===== config.mk =====
export PLATFORM = sky130hd
export DESIGN_NAME = qdec_channel
export DESIGN_NICKNAME = d
export VERILOG_FILES = /design/src/rtl/qdec_pkg.sv /design/src/rtl/qdec_sync.sv /design/src/rtl/qdec_decode.sv /design/src/rtl/qdec_bcd_digit.sv /design/src/rtl/qdec_counter.sv /design/src/rtl/qdec_channel.sv
export SDC_FILE = /design/constraint.sdc
export NUM_CORES = 1
export LEC_CHECK = 0
export BUFFER_PORTS_ARGS = -buffer_cell sky130_fd_sc_hd__buf_2
export CAP_MARGIN = 20
export CORE_AREA = 3 3 71 73
export DETAILED_ROUTE_END_ITERATION = 10
export DIE_AREA = 0 0 74 76
export PLACE_DENSITY = 0.89
export SYNTH_ARGS = -nofsm -noshare
export SYNTH_HDL_FRONTEND = slang
export SYNTH_SLANG_ARGS = --single-unit

===== constraint.sdc =====
create_clock -name clk -period 2.4 [get_ports clk]
set_input_delay 0.36 -clock clk [delete_from_list [all_inputs] [get_ports clk]]
set_output_delay 0.36 -clock clk [all_outputs]
set_load 0.1 [all_outputs]

===== src/rtl/qdec_pkg.sv =====
package qdec_pkg;
  typedef logic [1:0] qstate_t;   // {a, b}

  typedef struct packed {
    logic up;
    logic dn;
    logic err;
  } qstep_t;

  localparam int unsigned SYNC_STAGES = 2;
  localparam int unsigned WARM_CYCLES = 3;
endpackage


===== src/rtl/qdec_sync.sv =====
module qdec_sync #(
  parameter int unsigned WIDTH  = 2,
  parameter int unsigned STAGES = 2
) (
  input  logic             clk,
  input  logic             rst_n,
  input  logic [WIDTH-1:0] async_i,
  output logic [WIDTH-1:0] sync_o
);
  logic [WIDTH-1:0] stage_q [STAGES];

  generate
    for (genvar s = 0; s < STAGES; s++) begin : g_stage
      always_ff @(posedge clk or negedge rst_n) begin
        if (!rst_n) begin
          stage_q[s] <= '0;
        end else if (s == 0) begin
          stage_q[s] <= async_i;
        end else begin
          stage_q[s] <= stage_q[(s == 0) ? 0 : s-1];
        end
      end
    end
  endgenerate

  assign sync_o = stage_q[STAGES-1];
endmodule


===== src/rtl/qdec_decode.sv =====
module qdec_decode
  import qdec_pkg::*;
(
  input  logic    clk,
  input  logic    rst_n,
  input  logic    enable,
  input  qstate_t prev_i,
  input  qstate_t cur_i,
  output qstep_t  step_o
);
  qstate_t flips;
  logic    single_flip;

  always_comb begin
    flips       = prev_i ^ cur_i;
    single_flip = flips[1] ^ flips[0];
    step_o.up   = enable && single_flip && (prev_i[1] ^ cur_i[0]);
    step_o.dn   = enable && single_flip && !(prev_i[1] ^ cur_i[0]);
    step_o.err  = enable && (&flips);
  end

  // at most one of up, down or error per sample
  a_r1_one_action: assert property (@(posedge clk) disable iff (!rst_n)
    $onehot0({step_o.up, step_o.dn, step_o.err}));

  // a double change never produces a count step
  a_r5_double_no_step: assert property (@(posedge clk) disable iff (!rst_n)
    (enable && prev_i == ~cur_i) |-> !(step_o.up || step_o.dn));
endmodule


===== src/rtl/qdec_bcd_digit.sv =====
module qdec_bcd_digit (
  input  logic       clk,
  input  logic       rst_n,
  input  logic       clr,
  input  logic       en_i,
  input  logic       up_i,
  output logic [3:0] digit_o,
  output logic       en_o
);
  logic [3:0] digit_q;
  logic [3:0] digit_d;
  logic       at_limit;

  always_comb begin
    at_limit = up_i ? (digit_q == 4'd9) : (digit_q == 4'd0);
    if (up_i) digit_d = at_limit ? 4'd0 : digit_q + 4'd1;
    else      digit_d = at_limit ? 4'd9 : digit_q - 4'd1;
  end

  always_ff @(posedge clk or negedge rst_n) begin
    if (!rst_n)     digit_q <= '0;
    else if (clr)   digit_q <= '0;
    else if (en_i)  digit_q <= digit_d;
  end

  assign en_o    = en_i && at_limit;
  assign digit_o = digit_q;

  // a digit never leaves the decimal range
  a_r3_digit_range: assert property (@(posedge clk) disable iff (!rst_n)
    digit_q <= 4'd9);
endmodule


===== src/rtl/qdec_counter.sv =====
module qdec_counter #(
  parameter bit          BCD_MODE = 1'b1,
  parameter int unsigned DIGITS   = 6,
  parameter int unsigned BIN_W    = 24,
  localparam int unsigned CNT_W   = BCD_MODE ? 4*DIGITS : BIN_W
) (
  input  logic             clk,
  input  logic             rst_n,
  input  logic             clr,
  input  logic             step_en,
  input  logic             step_up,
  output logic [CNT_W-1:0] count_o
);
  generate
    if (BCD_MODE) begin : g_bcd
      logic [DIGITS:0] chain;
      assign chain[0] = step_en;
      for (genvar d = 0; d < DIGITS; d++) begin : g_digit
        qdec_bcd_digit u_digit (
          .clk     (clk),
          .rst_n   (rst_n),
          .clr     (clr),
          .en_i    (chain[d]),
          .up_i    (step_up),
          .digit_o (count_o[4*d +: 4]),
          .en_o    (chain[d+1])
        );
      end
    end else begin : g_bin
      logic [CNT_W-1:0] bin_q;
      always_ff @(posedge clk or negedge rst_n) begin
        if (!rst_n)       bin_q <= '0;
        else if (clr)     bin_q <= '0;
        else if (step_en) bin_q <= step_up ? bin_q + 1'b1 : bin_q - 1'b1;
      end
      assign count_o = bin_q;

      // a down step from zero gives the all-ones value
      a_r4_bin_wrap_down: assert property (@(posedge clk) disable iff (!rst_n)
        (!clr && step_en && !step_up && bin_q == '0) |=> bin_q == '1);
    end
  endgenerate
endmodule


===== src/rtl/qdec_channel.sv =====
module qdec_channel
  import qdec_pkg::*;
#(
  parameter bit          BCD_MODE = 1'b1,
  parameter int unsigned DIGITS   = 6,
  parameter int unsigned BIN_W    = 24,
  localparam int unsigned CNT_W   = BCD_MODE ? 4*DIGITS : BIN_W
) (
  input  logic             clk,
  input  logic             rst_n,
  input  logic             enc_a,
  input  logic             enc_b,
  input  logic             clr,
  output logic [CNT_W-1:0] count_o,
  output logic             rate_err_o,
  output logic             changing_o
);
  localparam int unsigned WARM_W = $clog2(WARM_CYCLES + 1);

  qstate_t           cur_s;
  qstate_t           prev_q;
  qstep_t            step;
  logic [WARM_W-1:0] warm_q;
  logic              decode_en;
  logic              err_q;

  qdec_sync #(.WIDTH(2), .STAGES(SYNC_STAGES)) u_sync (
    .clk     (clk),
    .rst_n   (rst_n),
    .async_i ({enc_a, enc_b}),
    .sync_o  (cur_s)
  );

  always_ff @(posedge clk or negedge rst_n) begin
    if (!rst_n) begin
      prev_q <= '0;
      warm_q <= '0;
    end else begin
      prev_q <= cur_s;
      if (!decode_en) warm_q <= warm_q + 1'b1;
    end
  end

  assign decode_en = (warm_q == WARM_W'(WARM_CYCLES));

  qdec_decode u_decode (
    .clk    (clk),
    .rst_n  (rst_n),
    .enable (decode_en),
    .prev_i (prev_q),
    .cur_i  (cur_s),
    .step_o (step)
  );

  qdec_counter #(.BCD_MODE(BCD_MODE), .DIGITS(DIGITS), .BIN_W(BIN_W)) u_counter (
    .clk     (clk),
    .rst_n   (rst_n),
    .clr     (clr),
    .step_en (step.up || step.dn),
    .step_up (step.up),
    .count_o (count_o)
  );

  always_ff @(posedge clk or negedge rst_n) begin
    if (!rst_n)        err_q <= 1'b0;
    else if (clr)      err_q <= 1'b0;
    else if (step.err) err_q <= 1'b1;
  end

  assign rate_err_o = err_q;
  assign changing_o = step.up || step.dn || (step.err && !err_q);

  // clear empties count and flag at the edge
  a_r6_clear: assert property (@(posedge clk) disable iff (!rst_n)
    clr |=> (count_o == '0 && !rate_err_o));

  // flag is sticky until a clear
  a_r5_err_sticky: assert property (@(posedge clk) disable iff (!rst_n)
    (rate_err_o && !clr) |=> rate_err_o);

  // an error sample leaves the count alone
  a_r5_err_holds_count: assert property (@(posedge clk) disable iff (!rst_n)
    (step.err && !clr) |=> $stable(count_o));

  // a quiet cycle changes nothing
  a_r7_quiet_holds: assert property (@(posedge clk) disable iff (!rst_n)
    (!changing_o && !clr) |=> ($stable(count_o) && $stable(rate_err_o)));

  // nothing is decoded while the synchronizer fills
  a_r9_warmup: assert property (@(posedge clk) disable iff (!rst_n)
    !decode_en |-> !changing_o);
endmodule


Yosys cells after proc, flatten, opt, wreduce, memory -nomap -nowiden --
Index checks and enable logic that the tools add are counted.
Word-level totals: output and inout bits 26, bits in registers 33
Operators by class: reductions and logical operators 28, bitwise operators 3, equality and inequality tests 7, mux-type cells 38, $add $sub $neg 13
Operators with widths (number):
- two-way mux 4 bit | 30
- adder 4 x 1 -> 4 bit, second input constant | 6
- equality test 4 bit, second input constant | 6
- zero test 4 bit | 6
- subtractor 4 x 1 -> 4 bit, second input constant | 6
- nonzero test 2 bit | 7
- logical AND 1 bit | 10
- two-way mux 1 bit | 8
- adder 2 x 1 -> 2 bit, second input constant | 1
- equality test 2 bit, second input constant | 1
- zero test 1 bit | 2
- logical OR 1 bit | 2
- AND reduction 2 bit | 1
- bitwise XOR 1 bit | 2
- bitwise XOR 2 bit | 1

Logic depth before layout (Yosys ltp) --
depth after elaboration 12, mapped depth 10, gate-level depth less buffers 7

Modules after synthesis --
A second synthesis with hierarchy kept.
Second synthesis, totals: cell total of the unflattened synthesis 298, area, all modules 2608.8 µm²
By module, submodules not included:
- qdec_bcd_digit | instances 6, seq. area each 100.1 µm², cells each 45, area an instance 372.9 µm²
- qdec_channel | instances 1, seq. area each 125.1 µm², cells each 14, area an instance 197.7 µm²
- qdec_sync | instances 1, seq. area each 100.1 µm², cells each 6, area an instance 115.1 µm²
- qdec_decode | instances 1, seq. area each 0.0 µm², cells each 8, area an instance 58.8 µm²

Worst setup path after synthesis --
Ideal clock, no wire load.
path kind register to register, from register u_counter.g_bcd.g_digit[0].u_digit.digit_q[0], to register u_counter.g_bcd.g_digit[3].u_digit.digit_q[0], period minus slack after synthesis 2749 ps, stages on the path, launching flop included 8, setup time 100 ps, slack -349 ps, arrival time 2649 ps, path buffers 1, cells stage by stage dfrtp_1 > ha_1 > nand3b_1 > or4_1 > o22ai_2 > buf_4 > a21oi_1 > a311oi_1
On the way: word-level cells in the longest chain between the ends 6
RTL lines:
- start, declared | line qdec_bcd_digit.sv:10 | logic [3:0] digit_q;
- start signal, assigned | line qdec_bcd_digit.sv:23 | else if (en_i) digit_q <= digit_d;
- equality test 4 bit / zero test 4 bit (equally long branches) | line qdec_bcd_digit.sv:15 | at_limit = up_i ? (digit_q == 4'd9) : (digit_q == 4'd0);
- two-way mux 1 bit * | line qdec_bcd_digit.sv:15
- logical AND 1 bit * (3 in a row) | line qdec_bcd_digit.sv:26 | assign en_o = en_i && at_limit;
- nonzero test 2 bit (no source line) *
- end signal, assigned | line qdec_bcd_digit.sv:23
- end, declared | line qdec_bcd_digit.sv:10
Mark *: on every way between the ends. The rest lies on a longest branch, timed or not. A chain may end at the register's enable or synchronous reset.

Final worst setup path --
from register u_sync.stage_q, in the netlist u_sync.sync_o[0], to register u_counter.g_bcd.g_digit[2].u_digit.digit_q[2]
On the way: word-level cells in the longest chain between the ends 9
RTL lines:
- start, declared | line qdec_sync.sv:10 | logic [WIDTH-1:0] stage_q [STAGES];
- start signal, assigned by index | line qdec_sync.sv:18 | stage_q[s] <= async_i;
- start signal, assigned by index | line qdec_sync.sv:20 | stage_q[s] <= stage_q[(s == 0) ? 0 : s-1];
- bitwise XOR 2 bit | line qdec_decode.sv:15 | flips = prev_i ^ cur_i;
- bitwise XOR 1 bit | line qdec_decode.sv:16 | single_flip = flips[1] ^ flips[0];
- logical AND 1 bit | line qdec_decode.sv:17, qdec_decode.sv:18
- logical AND 1 bit | line qdec_decode.sv:17 | step_o.up = enable && single_flip && (prev_i[1] ^ cur_i[0]);
- two-way mux 1 bit | line qdec_bcd_digit.sv:15
- two-way mux 4 bit (on tied branches) | line qdec_bcd_digit.sv:17, qdec_bcd_digit.sv:16
- two-way mux 4 bit | line qdec_bcd_digit.sv:16 | if (up_i) digit_d = at_limit ? 4'd0 : digit_q + 4'd1;
- two-way mux 4 bit | line qdec_bcd_digit.sv:23
- two-way mux 4 bit | line qdec_bcd_digit.sv:22 | else if (clr) digit_q <= '0;
- end signal, assigned | line qdec_bcd_digit.sv:23
- end, declared | line qdec_bcd_digit.sv:10
Parallel ways exist; a longest one is shown, timed or not. The select of a mux whose other input is x is not followed.

==> results.md <==
- Fmax: 419.5 MHz
- Die X: 74 microns
- Setup Skew: 0.003964 ns
- Final setup violation count: 0
- CTS root buffer: clkbuf_8
- Placed insts: 377
- Data arrival, critical path: 2.60 ns
- Ys async rst share: 100.0%
- Port Buf Inserts: 30
- Maximum VDD drop: 0.5731 mV
- Place WS: -0.03158 ns
- Run status: finished clean
- Crit path cell chain: xor2_1 > ha_1 > nand2_1 > o21ai_1 > buf_4 > o22ai_1 > or4_1 > o21ai_1
- Adder-cell share of the synthesized area: 9.528%
- Int Power: 1.443 mW
- Die height: 76 microns
- CTS clock-pin slew for the worst setup and hold paths: 0.07 ns
- GPL Wtd Cong: 0.9124
- Global Route Usage Sum: 23.14%
- Final Cycle Share: 99.34%
- CP most frequent cell: o21ai_1
- FF-to-FF End: u_counter.g_bcd.g_digit[2].u_digit.digit_o[2]
- Post-Synth XOR/XNOR Area: 4.669%
- Fin. max-slew vios: 0
- WL/cell: 16.38 microns
- Post-Syn Instances: 299
- Hold Fails Final Rpt: 0
- Slack of the critical path: 0.01593 ns
- Cell Rows: 24
- Grt ovf: 0
- Area of the die: 0.005624 sq mm
- Post-synthesis net count: 324
- Core Region: 0.004414 sq mm
- Post-DRT Antenna Nets: 0
- Flop-to-flop setup slack: 0.02 ns
- CTS tree: built
- Syn. warnings: 0
- Initial DRC count: 193
- Initial antenna violation count: 0
- Synth Area in Simple Gates: 18.01%
- Clk buf depth: 2
- Synth Area in Compound Gates: 26.25%
- Top_reg_cell synth: dfrtp_1
- R2R depth: 8
- Cell area after synthesis: 0.002626 sq mm
- Vias in the first global route: 2306
- NumNets Final: 361
- Total CTS buffers: 5
- Commonest non-fill, non-tap cells in the layout: buf_2 (30), nand2_1 (22), a21oi_1 (21)
- P per Cell Area: 1012 mW/mm^2
- Crit start category: flop
- Leak Pwr: 1.285 nW
- Largest family of logic cells by synthesized area: compound AO/OA/AOI/OAI gates
- Max_slew headroom: 48.69%
- Worst Path Max Fanout: 5
- HP Class: primary input to asynchronous set/reset pin
- CP Capture Type: flop
- Layout cells sized above 1: 26.41%
- Worst-Skew Late Latency: 0.29 ns
- Boundary pin count: 31
- Initial Utilization: 59.50%
- Global-route wire length before repair: 10.56 mm
- Slowest stage delay, CP: 0.45 ns
- Post-route insts no fill: 389
- Clock power share: 13.4%
- # Max-Cap Violations: 0
- Ant diodes: 0
- Vias: 2449
- CP max-delay cell: or4_1
- Sw frac: 52.48%
- Mean Syn Cell Area: 8.784 sq um
- Drt via density: 6.296
- DRC: 0
- Post-synthesis cell type count: 61
- P&R area growth vs syn: 14.24%
- Slew @ Worst Pin: 0.7696 ns
- Total clock sinks: 33
- FF-to-FF Start: u_sync.sync_o[0]
- Crit. Startpoint: u_sync.sync_o[0]
- Part of the power in registers: 26.9%
- H-tree depth: 2
- Post-synthesis mux area share: 2.001%
- Largest net degree at the start of global routing: 34
- Yosys reg bits: 33
- Most common cell after layout, fill and taps aside: buf_2
- Comb power frac: 59.7%
- P_sw: 1.593 mW
- Register area share after synthesis: 31.44%
- Tmin final: 2.384 ns
- WS Path Type: flop to flop
- EDFF count, synth: 0
- Final WL: 6.371 mm
- First-pass DRT Iterations: 5
- Req. time, crit path: 2.61 ns
- DP HPWL: 4.378 mm
cells by family (layout without fill, tap and decap cells):
family | count (synthesis) | count (layout)
compound gates | 96 | 96
buf+inv | 42 | 80
fa+ha+maj | 20 | 20
simple gates | 89 | 89
flops | 33 | 33
xor+xnor | 14 | 14
mux | 5 | 5
cell usage after synthesis, types with 5 or more instances:
master / n / area (sq um)
or3_1: 5 / 31.28
nor3_1: 10 / 50.05
buf_6: 5 / 56.30
o21ai_0: 17 / 85.08
a21oi_1: 21 / 105.1
a211oi_1: 6 / 45.04
nand3_1: 8 / 40.04
inv_1: 21 / 78.83
dfrtp_1: 33 / 825.8
ha_1: 20 / 250.2
nor3b_1: 5 / 37.54
a211o_1: 5 / 43.79
nor2_1: 12 / 45.04
a311oi_1: 5 / 43.79
nand4_1: 5 / 31.28
xnor2_1: 11 / 96.34
nand2_1: 22 / 82.58
o211ai_1: 5 / 37.54
clkbuf_1: 7 / 26.28
metal layers:
layer,share of wire [%],track usage (%),up-vias
li1,-,-,1167
met4,3.3,11.59,0
met1,43,31.44,1152
met2,47,35.64,109
met3,6.2,2.902,21
met5,0,0,-
cell type report:
class,instances,area (sq um)
multi-input cells,224,1622
fillers,333,1414
flip-flops and latches,33,847.1
repair buffers,50,304.0
inverters,22,82.58
clock buffers,8,80.08
well taps,52,65.06
registers in the layout, indices dropped and copies added (netlist names):
name,count
prev_q,2
rate_err_o,1
u_counter.g_bcd.g_digit.u_digit.digit_o,24
u_sync.stage_q,2
u_sync.sync_o,2
warm_q,2
through the flow:
stage	util [%]	instance area (sq um)	hold WS [ns]	total power [mW]	setup TNS (ns)
3_3_place_gp	64.63	2853	0.3372	2.507	0
4_1_cts	66.44	2933	0.1617	2.973	0
2_1_floorplan	-	2648	0.06441	2.228	0
5_1_grt	67.97	3000	0.1691	3.215	-0.3655
6_report	67.97	3000	0.1442	3.036	0
3_5_place_dp	64.63	2853	0.3355	2.557	-0.03158
power groups by stage:
stage          logic, mW  clock network, mW  registers, mW
6_report            1.81              0.405          0.818
5_1_grt             1.94              0.437          0.835
4_1_cts             1.75              0.414          0.813
3_5_place_dp        1.73                  0          0.823
3_3_place_gp        1.69                  0          0.814
2_1_floorplan      0.925                  0           1.30
worst max path at each step:
stage                                                    end
5_1_grt        u_counter.g_bcd.g_digit[2].u_digit.digit_o[2]
6_report       u_counter.g_bcd.g_digit[2].u_digit.digit_o[2]
4_1_cts        u_counter.g_bcd.g_digit[3].u_digit.digit_o[0]
3_3_place_gp   u_counter.g_bcd.g_digit[2].u_digit.digit_o[0]
3_5_place_dp   u_counter.g_bcd.g_digit[2].u_digit.digit_o[0]
2_1_floorplan  u_counter.g_bcd.g_digit[2].u_digit.digit_o[2]
critical path, delay by kind of cell (launching register included):
family,cells,cell delay [ns]
simple gates,2,0.61
buf+inv,1,0.19
compound gates,3,0.59
xor+xnor,1,0.18
flops,1,0.42
fa+ha+maj,1,0.32
what timing repair did:
action / in CTS / in global routing
hold buffers: 0 / 0
endpoints found under the setup margin: 2 / 14
pin swaps: 0 / 3
gates resized for setup: 1 / 11
setup buffers: 0 / 4
(Power assumes the default switching activity.)
